### config.mk
export PLATFORM = sky130hd
export DESIGN_NAME = outer_bank_sel
export DESIGN_NICKNAME = d
export VERILOG_FILES = /design/src/rtl/obs_pkg.sv /design/src/rtl/obs_decode.sv /design/src/rtl/obs_regs.sv /design/src/rtl/obs_map.sv /design/src/rtl/outer_bank_sel.sv
export SDC_FILE = /design/constraint.sdc
export NUM_CORES = 1
export LEC_CHECK = 0
export CORE_MARGIN = 3
export CORE_UTILIZATION = 22
export DETAILED_ROUTE_END_ITERATION = 12
export GPL_TIMING_DRIVEN = 0
export HOLD_SLACK_MARGIN = 0.03
export PLACE_DENSITY = 0.84
export SYNTH_ARGS = -nofsm -noshare
export SYNTH_HDL_FRONTEND = slang
export SYNTH_SLANG_ARGS = --single-unit
### constraint.sdc
create_clock -name clk_i -period 0.9 [get_ports clk_i]
set_input_delay 0.18 -clock clk_i [delete_from_list [all_inputs] [get_ports clk_i]]
set_output_delay 0.18 -clock clk_i [all_outputs]
set_load 0.005 [all_outputs]
### src/rtl/obs_pkg.sv
package obs_pkg;
  localparam int unsigned ADDR_W  = 16;
  localparam int unsigned DATA_W  = 8;
  localparam int unsigned IDX_W   = 4;
  localparam int unsigned INNER_W = 4;
  localparam int unsigned WIN_W   = 14;
  localparam int unsigned N_OUTER = 8;
  localparam int unsigned FWD_LO  = 9;
  localparam int unsigned FWD_HI  = 12;
endpackage

### src/rtl/obs_decode.sv
module obs_decode
  import obs_pkg::*;
#(
  parameter int unsigned AW = ADDR_W,
  parameter int unsigned IW = IDX_W,
  parameter int unsigned NO = N_OUTER,
  parameter int unsigned FL = FWD_LO,
  parameter int unsigned FH = FWD_HI
) (
  input  logic          cpu_wr_i,
  input  logic [AW-1:0] cpu_addr_i,
  output logic [NO-1:0] outer_we_o,
  output logic          inner_we_o,
  output logic          fwd_we_o,
  output logic          prg_sel_o,
  output logic          wram_sel_o
);
  localparam logic [IW-1:0] INNER_IDX = IW'(NO);
  localparam logic [IW-1:0] FWD_LO_IDX = IW'(FL);
  localparam logic [IW-1:0] FWD_HI_IDX = IW'(FH);

  logic [IW-1:0] idx;
  logic          wr_hi;

  assign idx   = cpu_addr_i[IW-1:0];
  assign wr_hi = cpu_wr_i && cpu_addr_i[AW-1];

  for (genvar i = 0; i < NO; i++) begin : g_outer_we
    assign outer_we_o[i] = wr_hi && (idx == IW'(i));
  end

  assign inner_we_o = wr_hi && (idx == INNER_IDX);
  assign fwd_we_o   = wr_hi && (idx >= FWD_LO_IDX) && (idx <= FWD_HI_IDX);
  assign prg_sel_o  = cpu_addr_i[AW-1];
  assign wram_sel_o = (cpu_addr_i[AW-1 -: 3] == 3'b011);
endmodule

### src/rtl/obs_regs.sv
module obs_regs
  import obs_pkg::*;
#(
  parameter int unsigned NO = N_OUTER,
  parameter int unsigned DW = DATA_W,
  parameter int unsigned NW = INNER_W
) (
  input  logic          clk_i,
  input  logic          rst_ni,
  input  logic [NO-1:0] outer_we_i,
  input  logic          inner_we_i,
  input  logic [DW-1:0] data_i,
  output logic          outer_bit_o,
  output logic [NW-1:0] inner_o
);
  logic [DW-1:0] outer_q [NO];
  logic [NW-1:0] inner_q;

  for (genvar i = 0; i < NO; i++) begin : g_outer
    always_ff @(posedge clk_i or negedge rst_ni) begin
      if (!rst_ni)           outer_q[i] <= '0;
      else if (outer_we_i[i]) outer_q[i] <= data_i;
    end
  end

  always_ff @(posedge clk_i or negedge rst_ni) begin
    if (!rst_ni)         inner_q <= '0;
    else if (inner_we_i) inner_q <= data_i[NW-1:0];
  end

  // held for other board logic; only slot 0 bit 0 steers the ROM here
  logic unused_outer;
  always_comb begin
    unused_outer = ^outer_q[0][DW-1:1];
    for (int i = 1; i < NO; i++) unused_outer ^= ^outer_q[i];
  end

  assign outer_bit_o = outer_q[0][0];
  assign inner_o     = inner_q;
endmodule

### src/rtl/obs_map.sv
module obs_map
  import obs_pkg::*;
#(
  parameter int unsigned NW = INNER_W,
  parameter int unsigned WW = WIN_W
) (
  input  logic            outer_bit_i,
  input  logic [NW-1:0]   inner_i,
  input  logic [WW:0]     win_addr_i,
  output logic [NW+WW:0]  prg_addr_o
);
  logic [NW-1:0] low_bank;

  // upper window pins to last bank of the selected half
  assign low_bank   = win_addr_i[WW] ? {NW{1'b1}} : inner_i;
  assign prg_addr_o = {outer_bit_i, low_bank, win_addr_i[WW-1:0]};
endmodule

### src/rtl/outer_bank_sel.sv
module outer_bank_sel
  import obs_pkg::*;
#(
  parameter int unsigned AW = ADDR_W,
  parameter int unsigned DW = DATA_W,
  parameter int unsigned IW = IDX_W,
  parameter int unsigned NW = INNER_W,
  parameter int unsigned WW = WIN_W,
  parameter int unsigned NO = N_OUTER,
  localparam int unsigned PW = 1 + NW + WW
) (
  input  logic          clk_i,
  input  logic          rst_ni,
  input  logic          cpu_wr_i,
  input  logic [AW-1:0] cpu_addr_i,
  input  logic [DW-1:0] cpu_data_i,
  output logic [PW-1:0] prg_addr_o,
  output logic          prg_sel_o,
  output logic          wram_sel_o,
  output logic          fwd_wr_o,
  output logic [IW-1:0] fwd_idx_o,
  output logic [DW-1:0] fwd_data_o
);
  logic [NO-1:0] outer_we;
  logic          inner_we;
  logic          outer_bit;
  logic [NW-1:0] inner;

  obs_decode #(.AW(AW), .IW(IW), .NO(NO)) u_dec (
    .cpu_wr_i   (cpu_wr_i),
    .cpu_addr_i (cpu_addr_i),
    .outer_we_o (outer_we),
    .inner_we_o (inner_we),
    .fwd_we_o   (fwd_wr_o),
    .prg_sel_o  (prg_sel_o),
    .wram_sel_o (wram_sel_o)
  );

  obs_regs #(.NO(NO), .DW(DW), .NW(NW)) u_regs (
    .clk_i       (clk_i),
    .rst_ni      (rst_ni),
    .outer_we_i  (outer_we),
    .inner_we_i  (inner_we),
    .data_i      (cpu_data_i),
    .outer_bit_o (outer_bit),
    .inner_o     (inner)
  );

  obs_map #(.NW(NW), .WW(WW)) u_map (
    .outer_bit_i (outer_bit),
    .inner_i     (inner),
    .win_addr_i  (cpu_addr_i[WW:0]),
    .prg_addr_o  (prg_addr_o)
  );

  assign fwd_idx_o  = cpu_addr_i[IW-1:0];
  assign fwd_data_o = cpu_data_i;

  a_r1_low_write_ignored: assert property (@(posedge clk_i) disable iff (!rst_ni)
    (cpu_wr_i && !cpu_addr_i[AW-1]) |=> ($stable(outer_bit) && $stable(inner)));

  a_r9_fwd_keeps_map: assert property (@(posedge clk_i) disable iff (!rst_ni)
    fwd_wr_o |=> ($stable(outer_bit) && $stable(inner)));

  a_r4_inner_load: assert property (@(posedge clk_i) disable iff (!rst_ni)
    (cpu_wr_i && cpu_addr_i[AW-1] && cpu_addr_i[IW-1:0] == IW'(NO))
      |=> (inner == $past(cpu_data_i[NW-1:0])));

  a_r3_outer_load: assert property (@(posedge clk_i) disable iff (!rst_ni)
    (cpu_wr_i && cpu_addr_i[AW-1] && cpu_addr_i[IW-1:0] == '0)
      |=> (outer_bit == $past(cpu_data_i[0])));

  a_r6_hi_window_last: assert property (@(posedge clk_i) disable iff (!rst_ni)
    (prg_sel_o && cpu_addr_i[WW]) |-> (prg_addr_o[PW-2 -: NW] == {NW{1'b1}}
      && prg_addr_o[PW-1] == outer_bit));

  a_r10_sel_exclusive: assert property (@(posedge clk_i) disable iff (!rst_ni)
    !(prg_sel_o && wram_sel_o));
endmodule

# Yosys cells after proc, flatten, opt, wreduce, memory -nomap -nowiden
# Index checks and enable logic that the tools add are counted.
[totals]
out_inout_bits = 34
regBits = 5
in_bits = 27
[classes]
reduce_logical = 6
n_mux = 1
n_eq_ne = 2
n_lt_le_gt_ge = 2
[ops]
columns = ["cell", "count"]
rows = [
  ["logical AND 1 bit", 5],
  ["== test 4 bit (second input constant)", 1],
  ["greater-or-equal comparator 4 bit (second input constant)", 1],
  ["<= comparator 4 bit (second input constant)", 1],
  ["zero test 4 bit", 1],
  ["two-way mux 4 bit", 1],
  ["== test 3 x 2 -> 1 bit (second input constant)", 1],
]

# Depth between registers and ports, before layout
[logic_depth]
depth_word = 3
ltp_mapped = 3
ltp_nobuf = 3

# Hierarchy
# A second synthesis with hierarchy kept.
[hier_totals]
hier_cells = 62
hier_area_um2 = 531.8
[by_module_without_submodules]
columns = ["module", "cells_each", "n_inst", "area_each_um2"]
rows = [
  ["obs_regs", 10, 1, 181.4],
  ["obs_map", 19, 1, 137.6],
  ["obs_decode", 21, 1, 122.6],
  ["outer_bank_sel", 12, 1, 90.1],
]

# Least setup slack after synthesis
# OpenSTA, ideal clock, no wires.
[synth_timing]
path_kind = "input-to-reg"
start = "in cpu_addr_i[0]"
end = "reg u_regs.inner_q[0] (netlist: u_regs.inner_o[0])"
path_slack_ps = -256
required_ps = 775
n_path_buf = 0
setup_time_ps = 125
stages = 3
arrival_ps = 1031
path_cell_list = "or3_4 -> nor2_4 -> mux2_2"
[synth_between]
elab_chain_cells = 2
[synth_lines]
columns = ["item", "line_no", "source"]
rows = [
  ["from (decl)", "outer_bank_sel.sv:15", "input logic [AW-1:0] cpu_addr_i,"],
  ["== test 4 bit", "obs_decode.sv:32", "assign inner_we_o = wr_hi && (idx == INNER_IDX);"],
  ["logical AND 1 bit", "obs_decode.sv:32", ""],
  ["to (signal assigned)", "obs_regs.sv:28", "else if (inner_we_i) inner_q <= data_i[NW-1:0];"],
  ["to (decl)", "obs_regs.sv:17", "logic [NW-1:0] inner_q;"],
]
# No other way between the ends.
# A chain may end at the register's enable or synchronous reset.

# Final worst setup path
[layout_timing]
start = "in cpu_addr_i[2]"
end = "reg u_regs.inner_q[0] (netlist: u_regs.inner_o[0])"
# Same word-level chain as after synthesis.

==> results.json <==
{
  "outcome": "complete, but fails checks",
  "failed_checks": "setup timing",
  "seq_area_frac_synth": 0.2618,
  "ios": 61,
  "synthCells": 52,
  "maxCapViolCount": 0,
  "grt_pass1_vias": 477,
  "die_x_um": 52.61,
  "root_buffer": "clkbuf_4",
  "initial_core_util": 0.2387,
  "p_sw_uw": 251.8,
  "path_clk_slew_ns": 0.04,
  "grt-ovfl-total": 0,
  "setup_viol_count_final": 11,
  "grt_pass1_wl_um": 2056,
  "n_antenna_cell": 0,
  "drtIter0Drc": 3,
  "area_growth_pct": 120.7,
  "detail_route.wl_per_cell_um": 10.50,
  "hold_class": "input pin to async pin",
  "synth.top_cells.by_area": "buf_4, dfrtp_1, mux2_2",
  "place_ws_ns": -0.9402,
  "hold_violations": 0,
  "synth-main-ff-cell": "dfrtp_1",
  "yosysTopAreaCell": "buf_4",
  "syn_area_um2": 478.0,
  "grt_setup_unrepaired": "yes",
  "core_mm2": 0.002002,
  "power_frac_seq": 0.270,
  "postSynthNetCount": 79,
  "vdd_ir_drop_max_mv": 0.6785,
  "multi_input_area_um2": 172.7,
  "synth_common_cells": "buf_4, dfrtp_1, mux2_2",
  "tightest_slew_ns": 0.2374,
  "synth_top_cell_area_share": 0.4398,
  "via_count": 532,
  "yosys_register_bits": 5,
  "synth_cell_types": 11,
  "cp_data_required_time_ns": 1.02,
  "startpoint_type": "input pin",
  "fin_hold_ws_ns": 0.1707,
  "vias_per_cell": 3.827,
  "synth-edff-count": 0,
  "finalClockSkew_ns": 0,
  "place_area_um2": 982.2,
  "drtPass1Iterations": 3,
  "post-dp-hpwl_um": 1231,
  "htreeDepth": 1,
  "clk_latency_ns": 0.23,
  "power_frac_clock": 0.228,
  "synth.most_common_cell": "buf_4",
  "crit_fanout": 4,
  "chipHeight_um": 52.61,
  "rows": 16,
  "critPathCaptureType": "register",
  "slew_violations": 0,
  "route.detailed.drc": 0,
  "n_fill_cell": 203,
  "cts_tree": "done",
  "async_reset_ff_frac": 1.000,
  "portBuffers": 47,
  "switching_share": 0.2320,
  "ys.warnings.count": 0,
  "drt_wl_total_um": 1460,
  "fin_crit_ns": 1.147,
  "p_comb_frac": 0.502,
  "crit_arrival_ns": 1.26,
  "worst_slack_ns": -0.2469,
  "antenna_found_initial": 0,
  "cts_buffers": 3,
  "gr-usage-all-layers": 0.1001,
  "ctsHoldBuffers": 0,
  "fp.dieArea_mm2": 0.002768,
  "cts.path.max_buffers": 2,
  "cts_sinks": 5,
  "period_share": 1.274,
  "finalPower_mw": 1.085,
  "post_synth.cell_area_avg_um2": 9.192,
  "fin_setup_tns_ns": -2.395,
  "grt_max_degree": 6,
  "regArea_um2": 125.1,
  "post-route-cell-area_mm2": 0.001055,
  "gp_congestion": 0.5468,
  "power_density_mw_per_mm2": 1029,
  "antenna_left": 0,
  "cellInternalPower_uw": 833.6,
  "relSlewSlack": 0.8413,
  "nets": 140,
  "p_leak_nw": 0.5688,
  "max_freq_ghz": 0.8719,
  "path_class": "input pin to register",
  "drive_gt1_frac": 0.6518
}
critical path: stages:
cell	delay [ns]
buf_8	0.09
or3_4	0.38
buf_6	0.13
nor2_4	0.16
mux2_4	0.32
metrics by stage:
stage,instances,utilization
floorplan,52,-
global placement,126,0.4906
detailed placement,126,0.4906
CTS,135,0.5163
global route,139,0.5269
finish,139,0.5269
cell usage in the layout, fill, tap and decap left out, types with 2 or more instances in the layout:
cell type        instances
buf_2                    6
buf_4                   37
buf_6                    9
clkbuf_2                 2
clkbuf_4                 3
clkdlybuf4s15_1          2
clkdlybuf4s15_2          2
dfrtp_1                  5
dlygate4sd2_1           24
mux2_4                   4
nand2_1                  3
nor2_1                   2
or2_4                    4
final timing paths:
check	from	endpoint	slack, ns	cells past startpoint
hold / removal	rst_ni	u_regs.inner_o[3]	0.17	1
max in group asynchronous	rst_ni	u_regs.inner_o[0]	0.53	1
hold reg to reg	u_regs.outer_bit_o	u_regs.outer_bit_o	0.52	1
min in group clk_i	cpu_data_i[3]	u_regs.inner_o[3]	0.29	2
setup / recovery	cpu_addr_i[2]	u_regs.inner_o[0]	-0.25	5
setup reg to reg	u_regs.inner_o[1]	u_regs.inner_o[1]	-0.10	3
power groups by stage:
stage / registers, mW / logic (mW) / clock network (mW)
2_1_floorplan: 0.285 / 0.189 / 0
3_3_place_gp: 0.288 / 0.457 / 0
3_5_place_dp: 0.290 / 0.467 / 0
4_1_cts: 0.292 / 0.499 / 0.262
5_1_grt: 0.297 / 0.585 / 0.269
6_report: 0.293 / 0.545 / 0.248
cell families (layout without fill, tap and decap cells):
logic type / count (synthesis) / after routing / synth area share
mux: 5 / 5 / 0.1178
simple gates: 13 / 13 / 0.1701
buf+inv: 28 / 88 / 0.4398
flops: 5 / 5 / 0.2618
compound gates: 1 / 1 / 0.01046
flip-flops by register name, summed over array words and instances (netlist names):
name	flops
u_regs.inner_o	4
u_regs.outer_bit_o	1
cell type report:
type,count,share of cell area
multi-input cells,19,0.1637
flip-flops and latches,5,0.1186
plain buffers,28,0.2028
clock buffers,4,0.02491
repair buffers,56,0.4579
well taps,27,0.03203
routing by layer:
| layer | wire [um] | vias to the layer above | GRT usage | part of all wire |
|---|---|---|---|---|
| met5 | 0 | - | 0 | 0 |
| met4 | 14 | 0 | 0.05106 | 0.0096 |
| met3 | 181 | 2 | 0.02279 | 0.12 |
| met2 | 856 | 30 | 0.1983 | 0.59 |
| met1 | 407 | 240 | 0.09199 | 0.28 |
| li1 | - | 260 | - | - |
what timing repair did:
item	CTS	global route
buffers inserted	5	5
setup endpoints to repair	39	14
gates resized for setup	123	4
pin swaps	3	3
Power figures use the tool's default switching activity.
